[config.mk]
export PLATFORM = sky130hd
export DESIGN_NAME = cap_cal_seq
export DESIGN_NICKNAME = d
export VERILOG_FILES = /design/src/rtl/cap_cal_seq.sv
export SDC_FILE = /design/constraint.sdc
export NUM_CORES = 1
export LEC_CHECK = 0
export ABC_AREA = 1
export ABC_CLOCK_PERIOD_IN_PS = 5350
export BUFFER_PORTS_ARGS = -buffer_cell sky130_fd_sc_hd__buf_2
export CORE_MARGIN = 1.5
export CORE_UTILIZATION = 28
export CTS_CLUSTER_DIAMETER = 40
export DETAILED_ROUTE_END_ITERATION = 7
export SKIP_LAST_GASP = 1
export SLEW_MARGIN = 40
export SYNTH_ARGS = -nofsm -noshare
export SYNTH_HDL_FRONTEND = slang
export SYNTH_SLANG_ARGS = --single-unit
[constraint.sdc]
create_clock -name clk -period 5.35 [get_ports clk]
set_input_delay 0.535 -clock clk [delete_from_list [all_inputs] [get_ports clk]]
set_output_delay 0.535 -clock clk [all_outputs]
set_load 0.1 [all_outputs]
[src/rtl/cap_cal_seq.sv]
module cap_cal_seq #(
  parameter int NCAP   = 6,
  parameter int TRIM_W = 5,
  parameter int SETTLE = 3,
  localparam int AW    = $clog2(NCAP),
  localparam int CW    = TRIM_W + NCAP + 1,
  localparam int CNT_W = $clog2(SETTLE + 1),
  localparam int BW    = $clog2(TRIM_W)
) (
  input  logic              clk,
  input  logic              rst_n,
  input  logic              start,
  output logic              top_gnd,
  output logic [NCAP-1:0]   bot_ref,
  output logic              unit_ref,
  output logic [TRIM_W-1:0] trim_code,
  input  logic              cmp_in,
  input  logic [AW-1:0]     rd_addr,
  output logic [CW-1:0]     rd_data,
  output logic              cal_done
);

  typedef enum logic [2:0] {S_IDLE, S_CHG, S_FLT, S_SWP, S_DONE} st_t;

  st_t                   st;
  logic [CNT_W-1:0]      cnt;
  logic [AW-1:0]         cap;
  logic [BW-1:0]         bitp;
  logic [TRIM_W-1:0]     trial;
  logic signed [CW-1:0]  acc;
  logic signed [CW-1:0]  mem [NCAP];

  logic                  phase_end;
  logic [TRIM_W-1:0]     trial_fin;
  logic signed [TRIM_W-1:0] meas;
  logic signed [CW-1:0]  cor_new;
  logic [NCAP-1:0]       cap_bit;
  logic                  active;

  localparam logic [TRIM_W-1:0] MID = TRIM_W'(1) << (TRIM_W - 1);

  assign phase_end = (cnt == CNT_W'(SETTLE - 1));
  assign trial_fin = cmp_in ? trial : (trial & ~(TRIM_W'(1) << bitp));
  assign meas      = $signed({~trial_fin[TRIM_W-1], trial_fin[TRIM_W-2:0]});
  assign cor_new   = CW'(meas) + acc;
  assign cap_bit   = NCAP'(1) << cap;
  assign active    = (st == S_CHG) || (st == S_FLT) || (st == S_SWP);

  assign top_gnd   = !((st == S_FLT) || (st == S_SWP));
  assign unit_ref  = (st == S_SWP);
  assign bot_ref   = (st == S_CHG || st == S_FLT) ? cap_bit :
                     (st == S_SWP) ? (cap_bit - NCAP'(1)) : '0;
  assign trim_code = active ? {~trial[TRIM_W-1], trial[TRIM_W-2:0]} : '0;
  assign rd_data   = (int'(rd_addr) < NCAP) ? mem[rd_addr] : '0;
  assign cal_done  = (st == S_DONE);

  always_ff @(posedge clk or negedge rst_n) begin
    if (!rst_n) begin
      st    <= S_IDLE;
      cnt   <= '0;
      cap   <= '0;
      bitp  <= '0;
      trial <= '0;
      acc   <= '0;
      for (int i = 0; i < NCAP; i++) mem[i] <= '0;
    end else begin
      case (st)
        S_IDLE: if (start) begin
          st    <= S_CHG;
          cnt   <= '0;
          cap   <= '0;
          bitp  <= BW'(TRIM_W - 1);
          trial <= MID;
          acc   <= '0;
        end
        S_CHG: begin
          cnt <= phase_end ? '0 : cnt + CNT_W'(1);
          if (phase_end) st <= S_FLT;
        end
        S_FLT: begin
          cnt <= phase_end ? '0 : cnt + CNT_W'(1);
          if (phase_end) st <= S_SWP;
        end
        S_SWP: begin
          cnt <= phase_end ? '0 : cnt + CNT_W'(1);
          if (phase_end) begin
            if (bitp == '0) begin
              mem[cap] <= cor_new;
              acc      <= acc + cor_new;
              if (cap == AW'(NCAP - 1)) begin
                st <= S_DONE;
              end else begin
                cap   <= cap + AW'(1);
                bitp  <= BW'(TRIM_W - 1);
                trial <= MID;
                st    <= S_CHG;
              end
            end else begin
              bitp  <= bitp - BW'(1);
              trial <= trial_fin | (TRIM_W'(1) << (bitp - BW'(1)));
              st    <= S_CHG;
            end
          end
        end
        default: st <= S_DONE;
      endcase
    end
  end

endmodule


==> summary.md <==
| Metric | Value |
|---|---|
| RSZ-0062 raised after global routing | `false` |
| Via Count | `5019` |
| Most common cell after layout, fill and taps aside | `nand2_1` |
| Max FO, Critical Path | `7` |
| Layout cell share with drive strength beyond 1 | `0.09809` |
| Worst path bufs/invs | `5` |
| Req. time, crit path | `5.59 ns` |
| Clk Tree Root Cell | `clkbuf_16` |
| Post-synth EDFFs | `0` |
| Hold Buf Count CTS | `0` |
| Yosys reg bits | `100` |
| Crit path DAT | `4.39 ns` |
| Vias in the first global route | `4843` |
| Drt drc | `0` |
| Fin. Hold Viols | `0` |
| Postcts setup bufs | `0` |
| Slowest Stage Delay on Critical Path | `0.46 ns` |
| Diode count | `0` |
| Post-synth ARST share | `1.000` |
| Placeable Area | `20430 µm²` |
| Final min period | `4.156 ns` |
| Status | `completed` |
| Chip width | `147.9 µm` |
| Hold crit path type | `input pin to async pin` |
| Most frequent cells in the layout | `173 x nand2_1, 111 x o21ai_0, 100 x dfrtp_1` |
| Final setup skew | `0.01135 ns` |
| Worst hold slack | `0.1832 ns` |
| Reg clk slew, reported paths | `0.08 ns` |
| Cell Area, Synth | `5876 µm²` |
| Routed WL per cell | `13.77 µm` |
| CP Cell Sequence | `nor2_4 -> inv_1 -> nor2_1 -> inv_1 -> o21ai_0 -> inv_1 -> ha_1 -> inv_1 -> fa_1 -> o31ai_1 -> nand3_1 -> nand2_1 -> nand3_1 -> nand2_1 -> xor2_1 -> inv_1 -> ha_1 -> nand2_1 -> nor3_1 -> nand3_1 -> o2111ai_1 -> nand2_1 -> nand2_1 -> o21ai_0` |
| Syn Inst Count | `757` |
| Post-route antenna net violation count | `0` |
| Slew @ Worst Pin | `0.7489 ns` |
| DRT Pass-1 Iters | `5` |
| Synth Flop Type | `dfrtp_1` |
| Number of DRC markers in iteration 0 | `328` |
| I/O pins | `33` |
| Grt total ovfl | `0` |
| Final setup fails | `0` |
| Area delta synth->final | `11.93%` |
| FP Rows | `52` |
| Resized Gates After CTS | `0` |
| Clock sink total | `100` |
| LEAKAGE | `3.118 nW` |
| Largest net degree at the start of global routing | `54` |
| Die H | `147.9 µm` |
| Synthesized netlist net count | `787` |
| Relative slew slack | `0.5007` |
| Setup slack, reg-to-reg | `1.19 ns` |
| Die ar. | `21860 µm²` |
| Setup CP Type | `flop to flop` |
| Crit path max-delay family | `simple AND/OR/NAND/NOR gates` |
| Number of synthesis warnings | `0` |
| Worst skew pair latency | `0.36 ns` |
| WL final | `14530 µm` |
| Via/cell ratio | `4.757` |
| Critical Path End Type | `flop` |
| TNS Setup | `0 ns` |
| First-pass GRT wire length | `24870 µm` |
| Slew Viols, Final | `0` |
| Placed wire-length estimate | `10150 µm` |
| Distinct cells, synth | `43` |
| Placer Congestion | `0.8626` |
| Initial core utilization | `0.2876` |
| Startpoint types | `flop` |
| GRT Resource Usage Total | `0.1425` |
| Sequential share of the synthesized area | `0.4259` |
| Initial antenna violation count | `0` |
| CTS Buf Count | `9` |
| Final period utilization | `0.7768` |
| MaxCap Viol Count | `0` |
| Pwr dens | `229.8 nW/µm²` |
| Achievable frequency | `240.6 MHz` |
| CTS tree | `done` |
| Max clock buf depth | `2` |
| Clock H-tree levels | `3` |
| Peak VDD IR | `136.9 µV` |
| Crit path max-delay cell type | `dfrtp_1` |
| Layout net count | `810` |
| Mean Syn Cell Area | `7.762 µm²` |
| I/O Buffers | `32` |
[synth_stat cells (2+ instances only)]
library cell,count,area share
nand2_1,173,0.11
o21ai_0,111,0.095
dfrtp_1,100,0.43
nor2_1,86,0.055
inv_1,81,0.052
a21oi_1,27,0.023
nand3_1,22,0.019
ha_1,21,0.045
clkbuf_1,16,0.010
o41ai_1,14,0.021
nor3_1,11,0.0094
o21ai_1,10,0.0085
o22ai_1,10,0.011
o32ai_1,8,0.012
xor2_1,8,0.012
nand3_2,6,0.010
inv_2,5,0.0032
xnor2_1,4,0.0060
a31oi_1,3,0.0032
buf_1,3,0.0019
nand2_2,3,0.0032
o211ai_1,3,0.0038
o31ai_1,3,0.0038
and2_1,2,0.0021
buf_2,2,0.0017
fa_1,2,0.0068
nand4_1,2,0.0021
nor2_4,2,0.0038
o21bai_1,2,0.0026
or2_2,2,0.0021
xor2_2,2,0.0055
xor2_4,2,0.0094
[power by group]
| group | switching (W) | internal (W) | leakage [nW] |
|---|---|---|---|
| combinational | 0.000101 | 0.0000172 | 2.04 |
| clock | 0.000314 | 0.000324 | 0.132 |
| sequential | 0 | 0.000755 | 0.948 |
| total | 0.000415 | 0.00110 | 3.12 |
[metrics by stage]
step / setup WS, ns / instances / total power (W) / cell area [µm²] / util
floorplan: 0.5366 / 757 / 0.0008531 / 5876 / -
global placement: 1.330 / 1039 / 0.0008900 / 6290 / 0.3079
detailed placement: 1.189 / 1039 / 0.0008896 / 6290 / 0.3079
CTS: 1.153 / 1055 / 0.001531 / 6576 / 0.3219
global route: 0.6023 / 1055 / 0.001567 / 6576 / 0.3219
finish: 1.194 / 1055 / 0.001511 / 6576 / 0.3219
[cell families after synthesis]
logic type | count (synthesis) | share of synthesized area
buf+inv | 110 | 0.07411
compound gates | 194 | 0.1870
flops | 100 | 0.4259
fa+ha+maj | 23 | 0.05153
simple gates | 314 | 0.2287
xor+xnor | 16 | 0.03279
[sequential cells by signal, indices dropped and copies added, names as in the netlist]
register / count
mem: 72
acc: 12
trial: 5
bitp: 3
cap: 3
st: 3
cnt: 2
[per-layer routing]
layer / vias to the layer above / GRT usage / routed length [µm]
li1: 2556 / - / -
met1: 2377 / 0.1991 / 7416
met2: 72 / 0.2257 / 6473
met3: 14 / 0.02469 / 438
met4: 0 / 0.04208 / 198
met5: - / 0 / 0
[cell type report]
type / count / area [µm²]
Clock inverter: 6 / 57.56
Fill cell: 2198 / 13850
Sequential cell: 100 / 2502
Tap cell: 270 / 337.8
Inverter: 87 / 326.6
Clock buffer: 10 / 229.0
Timing Repair Buffer: 35 / 185.2
Multi-Input combinational cell: 547 / 2938
[path summary, 6_finish.rpt]
| kind | startpoint | endpoint | cells past startpoint |
|---|---|---|---|
| worst max register to register | bitp[1] | acc[10] | 24 |
| worst max-delay path | bitp[1] | acc[10] | 24 |
| min in group clk | start | acc[0] | 2 |
| worst min-delay path | rst_n | mem[0] | 1 |
| worst min register to register | mem[46] | mem[46] | 2 |
| max in group asynchronous | rst_n | acc[11] | 2 |
[worst register-to-register path, delay by kind of cell (launching register included)]
family                   cells  cell delay, ns
flip-flops                   1            0.46
buffers and inverters        5            0.44
AND/OR/NAND/NOR             11            1.08
adder cells (fa/ha/maj)      3            0.95
AO/OA/AOI/OAI                4            0.68
XOR/XNOR                     1            0.42
No activity file was read; power rests on OpenSTA's default activity.
